### config.mk
export PLATFORM = sky130hd
export DESIGN_NAME = dram_range_router
export DESIGN_NICKNAME = d
export VERILOG_FILES = /design/src/rtl/dram_rr_pkg.sv /design/src/rtl/dram_rr_regfile.sv /design/src/rtl/dram_rr_match.sv /design/src/rtl/dram_rr_prio.sv /design/src/rtl/dram_range_router.sv
export SDC_FILE = /design/constraint.sdc
export NUM_CORES = 1
export LEC_CHECK = 0
export BUFFER_PORTS_ARGS = -buffer_cell sky130_fd_sc_hd__buf_4
export CAP_MARGIN = 20
export CORE_ASPECT_RATIO = 1.5
export CORE_MARGIN = 2
export CORE_UTILIZATION = 56
export CTS_CLUSTER_SIZE = 30
export DETAILED_ROUTE_END_ITERATION = 12
export PLACE_DENSITY = 0.77
export SYNTH_ARGS = -nofsm -noshare
export SYNTH_HDL_FRONTEND = slang
export SYNTH_SLANG_ARGS = --single-unit
### constraint.sdc
create_clock -name clk -period 2.7 [get_ports clk]
set_input_delay 0.135 -clock clk [delete_from_list [all_inputs] [get_ports clk]]
set_output_delay 0.135 -clock clk [all_outputs]
set_load 0.005 [all_outputs]
### src/rtl/dram_rr_pkg.sv
package dram_rr_pkg;
  localparam int NODE_W = 3;
  localparam int ILV_W  = 3;
  localparam int BND_W  = 16;
  localparam int BND_LO = 24;

  // writable bits of each word, all others read zero
  localparam logic [31:0] BASE_WMASK = 32'hFFFF_0703;
  localparam logic [31:0] LIM_WMASK  = 32'hFFFF_0707;

  typedef logic [NODE_W-1:0] node_t;

  // which of A[14:12] take part in the interleave compare
  function automatic logic [ILV_W-1:0] ilv_mask(input logic [ILV_W-1:0] code);
    case (code)
      3'b001:  ilv_mask = 3'b001;
      3'b011:  ilv_mask = 3'b101;
      3'b111:  ilv_mask = 3'b111;
      default: ilv_mask = 3'b000;
    endcase
  endfunction
endpackage

### src/rtl/dram_rr_regfile.sv
module dram_rr_regfile
  import dram_rr_pkg::*;
#(
  parameter int NUM_RANGES = 8,
  parameter int CFG_AW     = 8,
  parameter int REG_BASE   = 'h40
) (
  input  logic                         clk,
  input  logic                         rst,
  input  logic                         cfg_we,
  input  logic [CFG_AW-1:0]            cfg_addr,
  input  logic [31:0]                  cfg_wdata,
  output logic [31:0]                  cfg_rdata,
  output logic [NUM_RANGES-1:0][31:0]  base_o,
  output logic [NUM_RANGES-1:0][31:0]  lim_o
);
  localparam int IDX_W = $clog2(NUM_RANGES);
  localparam logic [CFG_AW:0] WIN_LO = (CFG_AW+1)'(REG_BASE);
  localparam logic [CFG_AW:0] WIN_HI = (CFG_AW+1)'(REG_BASE + NUM_RANGES*8);

  logic [CFG_AW-1:0] off;
  logic              in_win;
  logic [IDX_W-1:0]  idx;
  logic              is_lim;

  assign off    = cfg_addr - WIN_LO[CFG_AW-1:0];
  assign in_win = ({1'b0, cfg_addr} >= WIN_LO) && ({1'b0, cfg_addr} < WIN_HI);
  assign idx    = off[IDX_W+2:3];
  assign is_lim = off[2];

  logic unused_off;
  assign unused_off = ^{off[1:0], off[CFG_AW-1:IDX_W+3]};

  for (genvar g = 0; g < NUM_RANGES; g++) begin : g_win
    always_ff @(posedge clk) begin
      if (rst) begin
        base_o[g] <= '0;
        lim_o[g]  <= '0;
      end else if (cfg_we && in_win && idx == IDX_W'(g)) begin
        if (is_lim) lim_o[g]  <= cfg_wdata & LIM_WMASK;
        else        base_o[g] <= cfg_wdata & BASE_WMASK;
      end
    end
  end

  always_ff @(posedge clk) begin
    if (rst)          cfg_rdata <= '0;
    else if (!in_win) cfg_rdata <= '0;
    else if (is_lim)  cfg_rdata <= lim_o[idx];
    else              cfg_rdata <= base_o[idx];
  end
endmodule

### src/rtl/dram_rr_match.sv
module dram_rr_match
  import dram_rr_pkg::*;
(
  input  logic [31:0]      base_w,
  input  logic [31:0]      lim_w,
  input  logic [BND_W-1:0] addr_hi,
  input  logic [ILV_W-1:0] addr_ilv,
  input  logic             is_write,
  output logic             hit
);
  logic             in_span;
  logic             enabled;
  logic [ILV_W-1:0] sel_mask;
  logic             ilv_ok;

  assign in_span  = (addr_hi >= base_w[31:16]) && (addr_hi <= lim_w[31:16]);
  assign enabled  = is_write ? base_w[1] : base_w[0];
  assign sel_mask = ilv_mask(base_w[10:8]);
  assign ilv_ok   = ((addr_ilv ^ lim_w[10:8]) & sel_mask) == '0;
  assign hit      = in_span && enabled && ilv_ok;

  logic unused_fields;
  assign unused_fields = ^{base_w[15:11], base_w[7:2], lim_w[15:11], lim_w[7:0]};
endmodule

### src/rtl/dram_rr_prio.sv
module dram_rr_prio #(
  parameter int N     = 8,
  parameter int IDX_W = $clog2(N)
) (
  input  logic [N-1:0]     req,
  output logic             any,
  output logic [IDX_W-1:0] idx
);
  always_comb begin
    idx = '0;
    for (int i = N - 1; i >= 0; i--) begin
      if (req[i]) idx = IDX_W'(i);
    end
  end
  assign any = |req;
endmodule

### src/rtl/dram_range_router.sv
module dram_range_router
  import dram_rr_pkg::*;
#(
  parameter int NUM_RANGES = 8,
  parameter int CFG_AW     = 8,
  parameter int REG_BASE   = 'h40,
  parameter int PA_W       = 40
) (
  input  logic              clk,
  input  logic              rst,
  input  logic              cfg_we,
  input  logic [CFG_AW-1:0] cfg_addr,
  input  logic [31:0]       cfg_wdata,
  output logic [31:0]       cfg_rdata,
  input  logic              req_valid,
  input  logic              req_write,
  input  logic [PA_W-1:0]   req_addr,
  output logic              rsp_valid,
  output logic              rsp_hit,
  output logic              rsp_miss,
  output logic [NODE_W-1:0] rsp_node
);
  localparam int IDX_W = $clog2(NUM_RANGES);

  logic [NUM_RANGES-1:0][31:0] base_w;
  logic [NUM_RANGES-1:0][31:0] lim_w;
  logic [NUM_RANGES-1:0]       win_hit;
  logic                        any_hit;
  logic [IDX_W-1:0]            win_idx;
  node_t                       win_node;

  dram_rr_regfile #(
    .NUM_RANGES(NUM_RANGES), .CFG_AW(CFG_AW), .REG_BASE(REG_BASE)
  ) u_regs (
    .clk(clk), .rst(rst), .cfg_we(cfg_we), .cfg_addr(cfg_addr),
    .cfg_wdata(cfg_wdata), .cfg_rdata(cfg_rdata),
    .base_o(base_w), .lim_o(lim_w)
  );

  for (genvar g = 0; g < NUM_RANGES; g++) begin : g_match
    dram_rr_match u_match (
      .base_w(base_w[g]), .lim_w(lim_w[g]),
      .addr_hi(req_addr[PA_W-1:BND_LO]), .addr_ilv(req_addr[14:12]),
      .is_write(req_write), .hit(win_hit[g])
    );
  end

  dram_rr_prio #(.N(NUM_RANGES), .IDX_W(IDX_W)) u_prio (
    .req(win_hit), .any(any_hit), .idx(win_idx)
  );

  assign win_node = lim_w[win_idx][NODE_W-1:0];

  logic unused_addr;
  assign unused_addr = ^{req_addr[BND_LO-1:15], req_addr[11:0]};

  always_ff @(posedge clk) begin
    if (rst) begin
      rsp_valid <= 1'b0;
      rsp_hit   <= 1'b0;
      rsp_miss  <= 1'b0;
      rsp_node  <= '0;
    end else begin
      rsp_valid <= req_valid;
      rsp_hit   <= req_valid && any_hit;
      rsp_miss  <= req_valid && !any_hit;
      rsp_node  <= (req_valid && any_hit) ? win_node : '0;
    end
  end
endmodule

======== After elaboration in Yosys (flattened, before gate mapping) ========
Cells that the tools add are included.
word-level totals
  flip-flop bits (word level) ............. 382
  output and inout bits ................... 38
  logic and storage cells ................. 188
cells by class
  add/sub/neg operators ................... 1
  magnitude comparators ................... 20
  equality and inequality tests ........... 31
  mux-type cells .......................... 31
  bitwise gates (word level) .............. 19
  reduce and logical (&&, ||, !) cells .... 65
operators with widths
  cell                 number
  $bmux 32 s3          3
  $ge 16x16->1         8
  $le 16x16->1         8
  $mux 32              3
  $pmux 3 s3           8
  $eq 3x3->1 const B   12
  $logic_and 1x1->1    36
  $reduce_and 2->1     16
  $eq 3x2->1 const B   10
  $eq 3x1->1 const B   9
  $logic_not 3->1      9
  $mux 3               9
  $and 3x3->3          8
  $xor 3x3->3          8
  $ge 8x7->1 const B   1
  $lt 3x4->1 const B   2
  $lt 8x8->1 const B   1
  $mux 1               8
  $reduce_or 8->1      1
  $sub 6x1->6 const B  1
  $reduce_or 2->1      2
  $not 1->1            3
  $logic_not 1->1      1

======== Longest topological paths before layout ========
  depth after elaboration ................. 15
  gate-level depth with buffers ........... 13

======== Hierarchy ========
A second synthesis with hierarchy kept.
second synthesis, totals
  cell total of the unflattened synthesis .. 2859
  area, all modules ....................... 24004.3 µm²
by module, submodules not included
  module             instances  cells each  area each (µm²)
  dram_rr_regfile    1          1864        16759.8
  dram_rr_match      8          118         849.6
  dram_range_router  1          38          366.6
  dram_rr_prio       1          13          81.3

======== Worst setup path after synthesis ========
OpenSTA, ideal clock, no wires.
  kind .................................... input to register
  start point ............................. input req_addr[24]
  end point ............................... register rsp_node[1]
  library setup time ...................... 118 ps
  arrival ................................. 2654 ps
  setup slack ............................. -72 ps
  cell stages on the path ................. 13
  buffers on the path ..................... 1
  cells stage by stage .................... inv_1 -> ha_1 -> nand2b_1 -> a211oi_1 -> o21ai_0 -> a221oi_1 -> nor4_1 -> or2_1 -> or2_2 -> clkbuf_1 -> o32a_2 -> nand4b_1 -> a21boi_1
between the ends
  word-level cells in the longest chain between the ends .. 14
  elaborated cells on any way between the ends .. 54
  those cells by class .................... order compare (16); mux (10); bitwise (1); reduce/logical (27)
ends and longest elaborated chain
  item                                                 RTL line                 source
  from (decl)                                          dram_range_router.sv:17  input logic [PA_W-1:0] req_addr,
  $ge 16x16->1 / $le 16x16->1 (equally long branches)  dram_rr_match.sv:16      assign in_span = (addr_hi >= base_w[31:16]) && (addr_hi <= lim_w[31:16]);
  $logic_and 1x1->1                                    dram_rr_match.sv:16
  $logic_and 1x1->1 (2 in series)                      dram_rr_match.sv:20      assign hit = in_span && enabled && ilv_ok;
  $mux 3 (8 in series)                                 dram_rr_prio.sv:12       if (req[i]) idx = IDX_W'(i);
  $bmux 32 s3                                          dram_range_router.sv:52  assign win_node = lim_w[win_idx][NODE_W-1:0];
  $mux 3 (implied by the code)                         dram_range_router.sv:52
  to (signal assigned)                                 dram_range_router.sv:67  rsp_node <= (req_valid && any_hit) ? win_node : '0;
  to (decl)                                            dram_range_router.sv:21  output logic [NODE_W-1:0] rsp_node
Parallel ways exist; a longest one is shown, timed or not. The select of a mux whose other input is x is not followed.
A chain may end at the register's enable or synchronous reset.

======== Worst setup path in the final report ========
  start point ............................. register u_regs.lim_o[191] in the netlist's numbering
  end point ............................... register rsp_node[0]
between the ends
  word-level cells in the longest chain between the ends .. 12
  elaborated cells on any way between the ends .. 16
  those cells by class .................... order compare (1); mux (8); bitwise (1); reduce/logical (6)
ends and longest elaborated chain
  item                               RTL line                 source
  from (decl)                        dram_rr_regfile.sv:15    output logic [NUM_RANGES-1:0][31:0] lim_o
  from (signal, indexed assignment)  dram_rr_regfile.sv:40    if (is_lim) lim_o[g] <= cfg_wdata & LIM_WMASK;
  $le 16x16->1 *                     dram_rr_match.sv:16
  $logic_and 1x1->1 *                dram_rr_match.sv:16
  $logic_and 1x1->1 * (2 in series)  dram_rr_match.sv:20
  $mux 3 (6 in series)               dram_rr_prio.sv:12
  $bmux 32 s3                        dram_range_router.sv:52
  $mux 3 (implied by the code)       dram_range_router.sv:52
Every way passes the cells marked *; elsewhere a longest branch is shown, timed or not. The select of a mux whose other input is x is not followed.

==> flow_summary.yaml <==
logic_synthesis:
  synth_area_leader_cell: "dfxtp_1"
  ys_ff_latch: 372
  yosysMostFrequentCell: "nand2_1"
  synth-simple-area-share_pct: 18.0
  ys_async_sr_fraction_pct: 0
  syn-instance-count: 2745
  synthMuxAreaShare_pct: 11.1
  ys_seq_area_share_pct: 33.1
  synthAdderAreaFrac_pct: 14.3
  synth_top_family_by_area: "simple AND/OR/NAND/NOR gates"
  avgSynthCellArea_um2: 8.19
  synth-edff-count: 0
  synth_compound_area_share_pct: 14.7
  synth_xor_area_share_pct: 0.969
  synth.area.top_cells: "dfxtp_1 (33%), ha_1 (14%), nand2_1 (12%), mux4_2 (11%), a21oi_1 (9.4%)"
  yosysWarnings: 0
  yosysTopAreaCellShare_pct: 33.1
  synth.cell_area_mm2: 0.0225
  yosysUniqueCellTypes: 77
  synth-main-ff-cell: "dfxtp_1"
  synthTopCellsByCount: "nand2_1 (740), a21oi_1 (423), dfxtp_1 (372)"
critical_path:
  r2r_start: "u_regs.lim_o[191]"
  critPathKind: "reg2reg"
  path_max_fanout: 6
  cp-end-kind: "flop"
  critPathLaunchType: "flop"
  cp_data_arrival_time_ns: 3.57
  crit_start: "u_regs.lim_o[191]"
  cp.required_ns: 3.15
power_and_ir_drop:
  power_uw: 12500
  vdd_ir_drop_max_uv: 589
  power.leakage_uw: 0.0108
  pwr_density_cell_mw_per_mm2: 438
placement:
  place_ws_ns: -0.757
  dp.final_hpwl_um: 64600
  placed_cell_area_mm2: 0.0265
  gp_congestion: 1.03
  io_buffers: 79
floorplanning:
  rows: 89
  die_area_mm2: 0.0418
  design.core.area_mm2: 0.0394
  die_w_um: 168
  initial_core_util_pct: 57.0
  die_h_um: 249
  num_io_pins: 123
timing:
  setup_ws_ns: -0.420
  max_slew_margin_pct: 33.1
  setup_viol: 3
  setup_tns_ns: -1.18
  worstMarginPinSlew_ns: 1.00
  post-route-period-util_pct: 116
  fmax_mhz: 320
  post-route-min-period_ns: 3.12
  skew_ns: 0.0198
  rsz0062_at_grt: "true"
  drv_slew: 0
  report.final.hold_viol_count: 0
clocking:
  h-tree-depth: 2
  clockBufferDepth: 3
  numCtsBuffers: 40
  clock_sinks: 372
  cts_tree: "done"
  clkTransAtPathRegs_ns: 0.06
  clk_latency_ns: 0.56
  clockRootBuffer: "clkbuf_16"
route:
  routedWlPerCell_um: 24.9
  avgViaCountPerCell: 6.20
  drt_first_pass_iters: 6
  vias: 22800
  post-route-drc-count: 0
  ant_nets: 0
  drt_first_iter_violations: 2209
  routed_wl_um: 91600
layout:
  drive_gt1_share_pct: 25.7
  stdcell_area_mm2: 0.0286
  utilization_pct: 72.5
  fin_nets: 3499
  fill_cells: 2957
  syn_to_final_growth_pct: 27.1
status:
  outcome: "finished with violations"
  violations: "setup timing"
grt:
  grt_max_degree: 189
  grt_first_pass_wirelength_um: 135000
  antenna_found_initial: 5
  gr-total-overflow: 0
  grt_pass1_vias: 22900
  gr-usage-all-layers_pct: 43.1
hold_path:
  hold_start: "cfg_addr[2]"
  hold_path_class: "in2reg"
flow_run:
  drv_cap: 0
-- power by group --
group          internal [uW]  total (uW)  switching [uW]
clock network           3010        5380            2370
registers               5510        5530            15.2
logic                    640        1600             958
total                   9160       12500            3340
-- logic make-up (layout without fill, tap and decap cells) --
| logic type | after synthesis | count (layout) |
|---|---|---|
| DFF | 372 | 372 |
| muxes | 116 | 116 |
| buffers and inverters | 443 | 870 |
| other | 1 | 11 |
| adders and majority gates | 256 | 256 |
| and+or+nand+nor | 957 | 957 |
| xor gates and xnor gates | 24 | 24 |
| AOI/OAI and AO/OA | 576 | 576 |
-- state kept, by name, summed over array words and instances (netlist names) --
register          cells
rsp_node              3
u_regs.cfg_rdata     22
rsp_miss              1
rsp_hit               1
rsp_valid             1
u_regs.base_o       168
u_regs.lim_o        176
-- stage by stage --
| stage | hold WS (ns) | std cells |
|---|---|---|
| floorplan | 0.221 | 2754 |
| global placement | 0.439 | 3589 |
| detailed placement | 0.448 | 3589 |
| CTS | 0.206 | 3680 |
| global route | 0.232 | 3682 |
| finish | 0.233 | 3682 |
-- per-layer routing --
layer,global-route usage (%),up-vias,wire [um]
li1,-,10200,-
met1,48.2,10600,31100
met2,70.5,1493,42000
met3,8.55,505,9100
met4,36.8,6,9370
met5,0,-,36
-- repair_timing --
| item | 4_1_cts | 5_1_grt |
|---|---|---|
| resized for setup | 28 | 83 |
| gates cloned | 0 | 0 |
| pin swaps | 12 | 31 |
| hold endpoints to repair | 345 | 0 |
| setup endpoints to repair | 5 | 5 |
| setup buffers | 2 | 3 |
| hold buffers | 24 | 0 |
-- cell type report --
| class | count | area (um2) | area share [%] |
|---|---|---|---|
| Antenna cell | 1 | 2.50 | 0.00876 |
| Clock buffer | 59 | 1180 | 4.14 |
| Clock inverter | 6 | 32.5 | 0.114 |
| Inverter | 253 | 953 | 3.34 |
| Multi-Input combinational cell | 1939 | 13900 | 48.7 |
| Sequential cell | 372 | 7460 | 26.1 |
| Tap cell | 500 | 626 | 2.19 |
| Timing Repair Buffer | 552 | 4400 | 15.4 |
-- worst max-delay path: stages (launching register included) --
cell and delay, ns:
dfxtp_1 0.35, inv_1 0.05, ha_1 0.31, nand4_1 0.14, buf_4 0.19, or3_4 0.38
a21oi_2 0.12, o32a_2 0.19, nor4_4 0.04, buf_4 0.17, or2_4 0.26, o31ai_4 0.34
nor2b_2 0.22, nor3_2 0.05, a22o_1 0.20
-- final timing paths --
path / endpoint / slack, ns / cells past startpoint
worst max-delay path: rsp_node[0] / -0.42 / 14
worst min-delay path: u_regs.cfg_rdata[9] / 0.23 / 3
worst max register to register: rsp_node[0] / -0.42 / 14
worst min register to register: u_regs.base_o[233] / 0.47 / 2
-- placed cells by master (no fill, tap or decap), types with 13 or more instances in the layout --
cell	n
nand2_1	738
buf_4	510
a21oi_1	415
dfxtp_1	362
ha_1	247
inv_1	246
mux4_2	107
clkbuf_16	41
nand4_1	40
nand3_1	35
nor2b_1	32
dlygate4sd3_1	24
a21o_1	21
nor2_1	19
o211ai_1	15
o21ai_0	14
buf_12	14
nor2_2	13
a211oi_1	13
Power figures use the tool's default switching activity.
